<file path="src/rtl/l1bd_pkg.sv">
package l1bd_pkg;

    typedef enum logic [1:0] {
        RSP_HIT      = 2'b00,
        RSP_MISS     = 2'b01,
        RSP_HIT_RSV  = 2'b10,
        RSP_RSV_FAIL = 2'b11
    } cache_rsp_e;

    typedef enum logic [1:0] {
        STL_NONE = 2'b00,
        STL_BANK = 2'b01,
        STL_COAL = 2'b10
    } stall_e;

endpackage

</file>
<file path="src/rtl/l1bd_lane.sv">
module l1bd_lane
    import l1bd_pkg::*;
#(
    parameter int DEPTH = 3,
    parameter int PAY_W = 8
) (
    input  logic             clk,
    input  logic             rst,
    input  cache_rsp_e       rsp,
    input  logic             ins_v,
    input  logic [PAY_W-1:0] ins_pay,
    output logic             head_v,
    output logic [PAY_W-1:0] head_pay,
    output logic             tail_free
);

    logic [DEPTH-1:0] vld_q, vld_c, vld_d;
    logic [PAY_W-1:0] pay_q [DEPTH];
    logic [PAY_W-1:0] pay_c [DEPTH];
    logic [PAY_W-1:0] pay_d [DEPTH];
    logic             head_go;

    assign head_v   = vld_q[0];
    assign head_pay = pay_q[0];

    // head decision from the cache response
    always_comb begin
        unique case (rsp)
            RSP_HIT, RSP_MISS, RSP_HIT_RSV: head_go = vld_q[0];
            RSP_RSV_FAIL:                   head_go = 1'b0;
        endcase
    end

    // retire head, then close bubbles walking from the head upward
    always_comb begin
        vld_c = vld_q;
        pay_c = pay_q;
        if (head_go) vld_c[0] = 1'b0;
        for (int s = 0; s < DEPTH - 1; s++) begin
            if (!vld_c[s]) begin
                vld_c[s]     = vld_c[s+1];
                pay_c[s]     = pay_c[s+1];
                vld_c[s+1]   = 1'b0;
            end
        end
    end

    assign tail_free = !vld_c[DEPTH-1];

    always_comb begin
        vld_d = vld_c;
        pay_d = pay_c;
        if (ins_v) begin
            vld_d[DEPTH-1] = 1'b1;
            pay_d[DEPTH-1] = ins_pay;
        end
    end

    always_ff @(posedge clk) begin
        if (rst) begin
            vld_q <= '0;
            for (int k = 0; k < DEPTH; k++) pay_q[k] <= '0;
        end else begin
            vld_q <= vld_d;
            pay_q <= pay_d;
        end
    end

endmodule

</file>
<file path="src/rtl/l1bd_accept.sv">
module l1bd_accept
    import l1bd_pkg::*;
#(
    parameter int NB     = 2,
    parameter int BANK_W = 1,
    parameter int QL_W   = 4,
    parameter int PC_W   = 2
) (
    input  logic [QL_W-1:0]      q_len,
    input  logic [NB*BANK_W-1:0] bank_sel,
    input  logic [NB-1:0]        tail_free,
    output logic [NB-1:0]        take,
    output logic [PC_W-1:0]      pop_cnt,
    output stall_e               stall
);

    logic [NB-1:0]     room;
    logic              halt;
    logic              clash;
    logic [BANK_W-1:0] bsel;

    always_comb begin
        room    = tail_free;
        halt    = 1'b0;
        clash   = 1'b0;
        take    = '0;
        pop_cnt = '0;
        bsel    = '0;
        for (int i = 0; i < NB; i++) begin
            bsel = bank_sel[i*BANK_W +: BANK_W];
            if (!halt && (i < int'(q_len))) begin
                if (room[bsel]) begin
                    take[i]    = 1'b1;
                    room[bsel] = 1'b0;
                    pop_cnt    = pop_cnt + PC_W'(1);
                end else begin
                    clash = 1'b1;
                    halt  = 1'b1;
                end
            end
        end
    end

    always_comb begin
        if (clash)                         stall = STL_BANK;
        else if (int'(q_len) > int'(pop_cnt)) stall = STL_COAL;
        else                               stall = STL_NONE;
    end

endmodule

</file>
<file path="src/rtl/l1bd_tally.sv">
module l1bd_tally #(
    parameter int N     = 4,
    parameter int CNT_W = 6,
    parameter int NEV   = 2,
    parameter int IDX_W = 2,
    parameter int AMT_W = 4
) (
    input  logic                 clk,
    input  logic                 rst,
    input  logic [NEV-1:0]       inc_v,
    input  logic [NEV*IDX_W-1:0] inc_idx,
    input  logic [NEV*AMT_W-1:0] inc_amt,
    input  logic [NEV-1:0]       dec_v,
    input  logic [NEV*IDX_W-1:0] dec_idx,
    input  logic [NEV*AMT_W-1:0] dec_amt,
    output logic [N*CNT_W-1:0]   cnt,
    output logic [N-1:0]         zero_hit,
    output logic [N-1:0]         under
);

    localparam int MX_W  = (CNT_W > AMT_W) ? CNT_W : AMT_W;
    localparam int SUM_W = MX_W + $clog2(NEV + 1) + 1;

    logic [CNT_W-1:0] cnt_q  [N];
    logic [CNT_W-1:0] cnt_d  [N];
    logic [SUM_W-1:0] up_s   [N];
    logic [SUM_W-1:0] dn_s   [N];
    logic [SUM_W-1:0] base_s [N];

    always_comb begin
        for (int k = 0; k < N; k++) begin
            up_s[k] = '0;
            dn_s[k] = '0;
            for (int e = 0; e < NEV; e++) begin
                if (inc_v[e] && inc_idx[e*IDX_W +: IDX_W] == IDX_W'(k))
                    up_s[k] = up_s[k] + SUM_W'(inc_amt[e*AMT_W +: AMT_W]);
                if (dec_v[e] && dec_idx[e*IDX_W +: IDX_W] == IDX_W'(k))
                    dn_s[k] = dn_s[k] + SUM_W'(dec_amt[e*AMT_W +: AMT_W]);
            end
            base_s[k]   = SUM_W'(cnt_q[k]) + up_s[k];
            under[k]    = base_s[k] < dn_s[k];
            zero_hit[k] = (dn_s[k] != '0) && (base_s[k] == dn_s[k]);
            cnt_d[k]    = CNT_W'(base_s[k] - dn_s[k]);
        end
    end

    always_ff @(posedge clk) begin
        if (rst) begin
            for (int k = 0; k < N; k++) cnt_q[k] <= '0;
        end else begin
            cnt_q <= cnt_d;
        end
    end

    for (genvar g = 0; g < N; g++) begin : g_flat
        assign cnt[g*CNT_W +: CNT_W] = cnt_q[g];
    end

endmodule

</file>
<file path="src/rtl/l1_bank_delay.sv">
module l1_bank_delay
    import l1bd_pkg::*;
#(
    parameter int NB           = 2,
    parameter int DEPTH        = 3,
    parameter int ADDR_W       = 16,
    parameter int LINE_BITS    = 5,
    parameter int WARPS        = 4,
    parameter int REGS         = 8,
    parameter int SIZE_W       = 8,
    parameter int SECTOR_BYTES = 32,
    parameter int SECTOR_MODE  = 1,
    parameter int CNT_W        = 6,
    parameter int QL_W         = 4,
    localparam int BANK_W      = (NB > 1) ? $clog2(NB) : 1,
    localparam int WID_W       = $clog2(WARPS),
    localparam int RID_W       = $clog2(REGS),
    localparam int PC_W        = $clog2(NB + 1)
) (
    input  logic                    clk,
    input  logic                    rst,
    input  logic [QL_W-1:0]         q_len,
    input  logic [NB*ADDR_W-1:0]    rq_addr,
    input  logic [NB-1:0]           rq_store,
    input  logic [NB*WID_W-1:0]     rq_warp,
    input  logic [NB*RID_W-1:0]     rq_reg,
    input  logic [NB*SIZE_W-1:0]    rq_bytes,
    output logic [PC_W-1:0]         pop_cnt,
    output logic [1:0]              stall,
    output logic [NB-1:0]           hd_valid,
    output logic [NB*ADDR_W-1:0]    hd_addr,
    output logic [NB-1:0]           hd_store,
    input  logic [2*NB-1:0]         cache_resp,
    input  logic [NB-1:0]           cache_wr_sent,
    output logic [NB-1:0]           st_ack,
    output logic [WARPS*CNT_W-1:0]  st_cnt,
    output logic [WARPS-1:0]        st_drained,
    output logic [WARPS*REGS-1:0]   rel_mask
);

    localparam int AMT_W = SIZE_W;
    localparam int NPW   = WARPS * REGS;
    localparam int PW_W  = WID_W + RID_W;
    localparam int PAY_W = ADDR_W + 1 + WID_W + RID_W + AMT_W;
    localparam int O_REG = AMT_W;
    localparam int O_WID = AMT_W + RID_W;
    localparam int O_ST  = AMT_W + RID_W + WID_W;
    localparam int O_AD  = O_ST + 1;

    logic [BANK_W-1:0]    rq_bank [NB];
    logic [NB*BANK_W-1:0] bank_flat;
    logic [AMT_W-1:0]     rq_amt  [NB];
    logic [NB*AMT_W-1:0]  rq_amt_flat;
    logic [PAY_W-1:0]     rq_pay  [NB];
    logic [NB*PW_W-1:0]   rq_pw_flat;

    logic [NB-1:0]        take;
    logic [NB-1:0]        tail_free;
    stall_e               stall_w;
    logic [NB-1:0]        ins_v;
    logic [PAY_W-1:0]     ins_pay [NB];
    logic [PAY_W-1:0]     hd_pay  [NB];
    cache_rsp_e           rsp_b   [NB];

    logic [NB*WID_W-1:0]  hd_warp_flat;
    logic [NB*AMT_W-1:0]  hd_amt_flat;
    logic [NB*PW_W-1:0]   hd_pw_flat;
    logic [NB-1:0]        ld_hit;
    logic [WARPS-1:0]     st_under;
    logic [NPW-1:0]       pw_under;

    // request side decode
    for (genvar i = 0; i < NB; i++) begin : g_req
        if (NB == 1) begin : g_one
            assign rq_bank[i] = '0;
        end else begin : g_sel
            assign rq_bank[i] = rq_addr[i*ADDR_W + LINE_BITS +: BANK_W];
        end
        if (SECTOR_MODE != 0) begin : g_sec
            assign rq_amt[i] = AMT_W'(rq_bytes[i*SIZE_W +: SIZE_W] / SECTOR_BYTES);
        end else begin : g_unit
            assign rq_amt[i] = AMT_W'(1);
        end
        assign bank_flat[i*BANK_W +: BANK_W] = rq_bank[i];
        assign rq_amt_flat[i*AMT_W +: AMT_W] = rq_amt[i];
        assign rq_pw_flat[i*PW_W +: PW_W]    = {rq_warp[i*WID_W +: WID_W],
                                                rq_reg[i*RID_W +: RID_W]};
        assign rq_pay[i] = {rq_addr[i*ADDR_W +: ADDR_W], rq_store[i],
                            rq_warp[i*WID_W +: WID_W], rq_reg[i*RID_W +: RID_W],
                            rq_amt[i]};
    end

    l1bd_accept #(
        .NB(NB), .BANK_W(BANK_W), .QL_W(QL_W), .PC_W(PC_W)
    ) u_accept (
        .q_len    (q_len),
        .bank_sel (bank_flat),
        .tail_free(tail_free),
        .take     (take),
        .pop_cnt  (pop_cnt),
        .stall    (stall_w)
    );

    assign stall = stall_w;

    // route accepted requests to their banks (at most one per bank)
    always_comb begin
        for (int b = 0; b < NB; b++) begin
            ins_v[b]   = 1'b0;
            ins_pay[b] = '0;
            for (int i = 0; i < NB; i++) begin
                if (take[i] && rq_bank[i] == BANK_W'(b)) begin
                    ins_v[b]   = 1'b1;
                    ins_pay[b] = rq_pay[i];
                end
            end
        end
    end

    for (genvar b = 0; b < NB; b++) begin : g_bank
        assign rsp_b[b] = cache_rsp_e'(cache_resp[2*b +: 2]);

        l1bd_lane #(
            .DEPTH(DEPTH), .PAY_W(PAY_W)
        ) u_lane (
            .clk      (clk),
            .rst      (rst),
            .rsp      (rsp_b[b]),
            .ins_v    (ins_v[b]),
            .ins_pay  (ins_pay[b]),
            .head_v   (hd_valid[b]),
            .head_pay (hd_pay[b]),
            .tail_free(tail_free[b])
        );

        assign hd_addr[b*ADDR_W +: ADDR_W]  = hd_pay[b][O_AD +: ADDR_W];
        assign hd_store[b]                  = hd_pay[b][O_ST];
        assign hd_warp_flat[b*WID_W +: WID_W] = hd_pay[b][O_WID +: WID_W];
        assign hd_amt_flat[b*AMT_W +: AMT_W]  = hd_pay[b][AMT_W-1:0];
        assign hd_pw_flat[b*PW_W +: PW_W]     = {hd_pay[b][O_WID +: WID_W],
                                                 hd_pay[b][O_REG +: RID_W]};

        assign st_ack[b] = hd_valid[b] && (rsp_b[b] == RSP_HIT) && hd_store[b]
                           && !cache_wr_sent[b];
        assign ld_hit[b] = hd_valid[b] && (rsp_b[b] == RSP_HIT) && !hd_store[b];
    end

    l1bd_tally #(
        .N(WARPS), .CNT_W(CNT_W), .NEV(NB), .IDX_W(WID_W), .AMT_W(AMT_W)
    ) u_st_tally (
        .clk     (clk),
        .rst     (rst),
        .inc_v   (take & rq_store),
        .inc_idx (rq_warp),
        .inc_amt (rq_amt_flat),
        .dec_v   (st_ack),
        .dec_idx (hd_warp_flat),
        .dec_amt (hd_amt_flat),
        .cnt     (st_cnt),
        .zero_hit(st_drained),
        .under   (st_under)
    );

    l1bd_tally #(
        .N(NPW), .CNT_W(CNT_W), .NEV(NB), .IDX_W(PW_W), .AMT_W(1)
    ) u_pw_tally (
        .clk     (clk),
        .rst     (rst),
        .inc_v   (take & ~rq_store),
        .inc_idx (rq_pw_flat),
        .inc_amt ({NB{1'b1}}),
        .dec_v   (ld_hit),
        .dec_idx (hd_pw_flat),
        .dec_amt ({NB{1'b1}}),
        .cnt     (),
        .zero_hit(rel_mask),
        .under   (pw_under)
    );

endmodule

</file>
<file path="config.mk">
export PLATFORM = sky130hd
export DESIGN_NAME = l1_bank_delay
export DESIGN_NICKNAME = d
export VERILOG_FILES = /design/src/rtl/l1bd_pkg.sv /design/src/rtl/l1bd_lane.sv /design/src/rtl/l1bd_accept.sv /design/src/rtl/l1bd_tally.sv /design/src/rtl/l1_bank_delay.sv
export SDC_FILE = /design/constraint.sdc
export NUM_CORES = 1
export LEC_CHECK = 0
export BUFFER_PORTS_ARGS = -buffer_cell sky130_fd_sc_hd__buf_4
export CORE_ASPECT_RATIO = 0.75
export CORE_MARGIN = 4
export CORE_UTILIZATION = 56
export CTS_CLUSTER_SIZE = 25
export DETAILED_ROUTE_END_ITERATION = 8
export PLACE_DENSITY_LB_ADDON = 0.1
export SLEW_MARGIN = 40
export SYNTH_ARGS = -nofsm -noshare
export SYNTH_HDL_FRONTEND = slang
export SYNTH_SLANG_ARGS = --single-unit
</file>
<file path="constraint.sdc">
create_clock -name clk -period 6 [get_ports clk]
set_input_delay 1.2 -clock clk [delete_from_list [all_inputs] [get_ports clk]]
set_output_delay 1.2 -clock clk [all_outputs]
set_load 0.005 [all_outputs]
</file>
After elaboration in Yosys (flattened, before gate mapping)

Cells that the tools add are included.

Flip-flop bits (word level): 402
Input bits: 72
Output and inout bits: 102
Logic and storage cells: 813

$add $sub $neg: 145
Order comparisons: 6
Eq/ne operators: 178
Muxes and demuxes: 184
Bitwise operators: 7
Reductions and logical operators: 249

Operators with widths:

| cell                                                                  | number |
|---|---|
| 9-bit two-way mux                                                     | 36 |
| 5-bit equality test, second input constant                            | 64 |
| 6-bit by 9-bit adder with 9-bit output                                | 32 |
| 9-bit by 2-bit equality test with 1-bit output                        | 32 |
| 9-bit nonzero test                                                    | 32 |
| 6-bit subtractor                                                      | 36 |
| 1-bit logical AND                                                     | 194 |
| 5-bit by 4-bit equality test with 1-bit output, second input constant | 32 |
| 1-bit by 1-bit adder with 2-bit output, second input constant         | 64 |
| 30-bit two-way mux                                                    | 4 |
| 1-bit two-way mux                                                     | 86 |
| 2-bit two-way mux                                                     | 43 |
| 5-bit by 3-bit equality test with 1-bit output, second input constant | 16 |
| 6-bit by 11-bit adder with 11-bit output                              | 4 |
| 11-bit by 9-bit equality test with 1-bit output                       | 4 |
| 11-bit two-way mux                                                    | 4 |
| 11-bit nonzero test                                                   | 4 |
| 5-bit by 2-bit equality test with 1-bit output, second input constant | 8 |
| 8-bit by 8-bit adder with 9-bit output                                | 4 |
| 8-bit two-way mux                                                     | 4 |
| 2-bit equality test, second input constant                            | 12 |
| 5-bit by 1-bit equality test with 1-bit output, second input constant | 4 |
| 5-bit zero test                                                       | 4 |
| 3-bit by 3-bit adder with 4-bit output                                | 4 |
| 15 further kinds                                                      | 42 |

Logic depth before layout (Yosys ltp)

Word-level depth: 23
Depth in mapped cells: 21
Mapped depth without buffers: 19

Modules after synthesis

Synthesis repeated with hierarchy kept, for this count alone.

Cells, all modules: 3963
Area total of the unflattened synthesis: 33464.6 µm²

By module, submodules not included:

| module                   | instances | cells an instance | area an instance (µm²) | sequential area each (µm²) |
|---|---|---|---|---|
| l1bd_tally at u_pw_tally | 1         | 2149              | 17379.2                | 3843.7 |
| l1bd_lane                | 2         | 368               | 3928.8                 | 1861.8 |
| l1bd_tally at u_st_tally | 1         | 895               | 6989.2                 | 480.5 |
| l1_bank_delay            | 1         | 164               | 1086.0                 | 0.0 |
| l1bd_accept              | 1         | 19                | 152.6                  | 0.0 |

Least setup slack after synthesis

OpenSTA, ideal clock, no wires.

Kind: input to output
From: in cache_resp[0]
To: out st_drained[2]
Arrival: 4.811 ns
Required time: 4.800 ns
Path slack: -0.011 ns
Cell stages on the path: 20
Buffers on the path: 2
Path through: and4_1 > buf_2 > a211oi_1 > buf_2 > nor2_4 > inv_2 > nand3_1 > nor2_1 > ha_1 > inv_1 > fa_1 > mux2i_1 > ha_1 > a21o_1 > a21oi_1 > xnor2_1 > ha_1 > nand4_1 > a211o_1 > a211oi_1

Word-level cells in the longest chain between the ends: 21
Elaborated cells between the ends (all ways): 42
Classes of those cells: add/sub: 3; eq/ne: 4; mux: 20; bitwise: 2; reduce/logical: 13

Ends and longest elaborated chain:

| element                                                     | RTL line            | RTL |
|---|---|---|
| from (decl)                                                 | l1_bank_delay.sv:33 | `input logic [2*NB-1:0] cache_resp,` |
| branches (longest 20 deep; another with 3-bit OR reduction) | --                  |  |
| 1-bit logical AND (*)                                       | l1bd_tally.sv:42    | `zero_hit[k] = (dn_s[k] != '0) && (base_s[k] == dn_s[k]);` |
| to (decl)                                                   | l1_bank_delay.sv:37 | `output logic [WARPS-1:0] st_drained,` |

Every way passes the cells marked *. The select of a mux whose other input is x is not followed.

Worst setup path after layout

From: in cache_resp[0]
To: out st_drained[0]

Same word-level chain as after synthesis.

==> reports/qor.yml <==
relSlewSlack_pct: 53.32
grt_max_degree: 139
rsz0062_at_grt: "yes"
syn_area_per_cell_um2: 8.301
fmax_mhz: 164.6
hold_viol: 0
ys_types: 79
async_reset_ff_share_pct: 0
synth-seq-cells: 372
p_clk_share_pct: 43.7
row_count: 67
netSwitchingPower_w: 0.001573
worst_pin_slew_ps: 700.2
setup_ws_ps: -74.93
grt_pass1_wl_mm: 107.1
dieArea_um2: 49330
drive_gt1_share_pct: 19.55
drtPass1Iterations: 9
synth.top_cell.area_share_pct: 29.03
overflow: 0
path_class: "input pin to output port"
n_fill_cell: 3575
antenna_cells: 0
seq_power_share_pct: 43.9
synth_nets: 3524
p_sw_share_pct: 26.05
cts_htree_levels: 2
min_path_type: "flop to flop"
peakVddDrop_mv: 0.2162
slew_violations: 0
syn_inst: 3090
initial_core_util_pct: 57.09
startpoint_type: "input pin"
clock_sinks: 372
synth_common_cells: "nand2_1, dfxtp_1, nor2_1"
dpl.hpwl_mm: 49.15
worstSetupEndpointType: "output port"
crit_fanout: 4
fp.dieW_um: 255.1
netlist_area_um2: 25650
synth_edf_count: 0
drt-initial-drc-count: 1436
numCtsBuffers: 40
clk_pin_slew_ps: 60
cp_slowest_cell: "ha_1"
viasPerCell: 5.505
wl_mm: 66.99
vias: 21920
setup_viol_count_final: 2
antenna_found_initial: 1
yosysTopAreaCell: "dfxtp_1"
dieHeight_um: 193.4
synth_most_common_cell: "nand2_1"
status: "finished with violations"
drv_cap: 0
wl_per_cell_um: 16.82
crit_arrival_ps: 4870
p_int_w: 0.004466
final_core_util_pct: 69.22
nets: 3802
setup_tns_ps: -129.1
drc: 0
period_share_pct: 101.2
crit_family: "adder cells"
cts_tree: "built"
post-route-min-period_ps: 6075
portBuffers: 163
skew_ps: 29.08
ios: 174
fp.coreArea_um2: 44930
combPwrFrac_pct: 12.4
multi_input_area_um2: 17310
first_global_vias: 21400
violations: "negative setup slack"
dpl_cell_area_um2: 28470
gp_congestion: 0.9146
path_buf_inv: 4
ff_latch_area_um2: 7447
cp_cell_sequence: "buf_4 > and4_4 > a211oi_4 > nor2_4 > inv_4 > nand3_4 > buf_4 > nor3_1 > ha_1 > ha_2 > mux2_2 > ha_1 > a21o_1 > a21oi_2 > xnor2_1 > ha_1 > nand4_1 > a21o_1 > a2111oi_4 > buf_4"
ys.flop_type: "dfxtp_1"
yosysWarnings: 0
ys_top_cells_by_area: "dfxtp_1, ha_1, fa_1, nand2_1, xnor2_1"
ant_nets: 0
cts_buffer_depth: 3
fin_area_um2: 31100
gr-usage-all-layers_pct: 26.14
insertion_delay_ps: 590
p_per_area_nw_per_um2: 194.2
cp.required_ps: 4800
synthToLayoutAreaGrowth_pct: 21.25
cpPeakStageDelay_ps: 300
seq_area_frac_synth_pct: 29.03
cts_root_buffer: "clkbuf_16"
p_leak_nw: 14.00
-- flip-flops by register name, indices dropped and copies added (netlist names) --
register and cells:
u_pw_tally.cnt 192, g_bank.u_lane.pay_q 50, g_bank.u_lane.vld_q 6, g_bank.u_lane.head_pay 50
g_bank.u_lane.pay_c 50, u_st_tally.cnt 24
-- what timing repair did --
action / 4_1_cts / 5_1_grt
endpoints found under the setup margin: 26 / 34
hold buffers: 0 / 0
pin swaps: 52 / 83
gates resized for setup: 78 / 131
setup buffers: 15 / 15
-- placed cells by master, fill, tap and decap left out, types with 22 or more instances in the layout --
master and instances:
ha_1 247, clkbuf_16 40, nor2b_1 60, a22oi_1 28
nor2_1 325, nand2_1 372, nand2b_1 38, mux2i_1 54
nand4_1 22, nor3_1 44, a21o_1 45, ha_4 23
dfxtp_1 372, o21ai_0 58, xor2_1 95, buf_4 383
xnor2_1 162, fa_1 67, a211oi_1 54, a21oi_1 199
inv_1 270, nand3_1 46
-- layout make-up --
| type | count | share of cell area (%) |
|---|---|---|
| multi-input cells | 2264 | 55.66 |
| repair buffers | 403 | 10.11 |
| flip-flops and latches | 372 | 23.94 |
| well taps | 586 | 2.357 |
| clock buffers | 53 | 3.568 |
| inverters | 287 | 3.472 |
| clock inverters | 17 | 0.8810 |
-- cell families (layout without fill, tap and decap cells) --
| kind of cell | Yosys count | after routing | synth area share (%) |
|---|---|---|---|
| buffers and inverters | 454 | 760 | 7.248 |
| AOI/OAI and AO/OA | 466 | 466 | 11.49 |
| muxes | 73 | 73 | 2.927 |
| adders and majority gates | 362 | 362 | 19.97 |
| DFF | 372 | 372 | 29.03 |
| and+or+nand+nor | 1106 | 1106 | 20.56 |
| xor gates and xnor gates | 257 | 257 | 8.775 |
-- worst register-to-register path, delay by kind of cell (launching register included) --
kind / cells / cell delay [ps]
compound gates: 4 / 960
xor+xnor: 1 / 170
fa+ha+maj: 4 / 1290
buf+inv: 5 / 590
flops: 1 / 440
mux: 1 / 150
simple gates: 5 / 600
-- power by group through the flow --
stage	registers (W)	clock network, W	logic [W]
3_5_place_dp	0.00270	0	0.000678
3_3_place_gp	0.00270	0	0.000656
2_1_floorplan	0.00268	0	0.000417
6_report	0.00265	0.00264	0.000748
4_1_cts	0.00265	0.00270	0.000715
5_1_grt	0.00266	0.00281	0.000820
-- per-stage QoR --
step	total power, W	hold WS [ps]	worst slack, ps	cells
6_report	0.006040	451.3	-74.93	3982
5_1_grt	0.006293	467.4	-229.9	3982
4_1_cts	0.006059	453.6	-63.94	3968
3_3_place_gp	0.003352	438.6	-409.0	3883
3_5_place_dp	0.003379	444.8	-448.2	3883
2_1_floorplan	0.003094	431.2	26.06	3090
-- per-layer routing --
metal | global-route usage, % | wire, µm | vias to the layer above
met5 | 0 | 7 | -
met4 | 5.756 | 1338 | 2
met3 | 3.786 | 3773 | 113
met2 | 43.65 | 31570 | 532
met1 | 36.13 | 30300 | 10440
li1 | - | - | 10840
-- worst paths after layout --
check	slack, ps	end	start	cells after the start
max	-70	st_drained[0]	cache_resp[0]	20
min	450	g_bank[1].u_lane.pay_q[48]$_SDFFE_PP0P_	g_bank[1].u_lane.pay_q[48]$_SDFFE_PP0P_	2
max reg2reg	1660	u_pw_tally.cnt[65]$_SDFF_PP0_	g_bank[1].u_lane.vld_q[0]$_SDFF_PP0_	20
min reg2reg	450	g_bank[1].u_lane.pay_q[48]$_SDFFE_PP0P_	g_bank[1].u_lane.pay_q[48]$_SDFFE_PP0P_	2
Note: power is estimated with default switching activity, not from simulation.
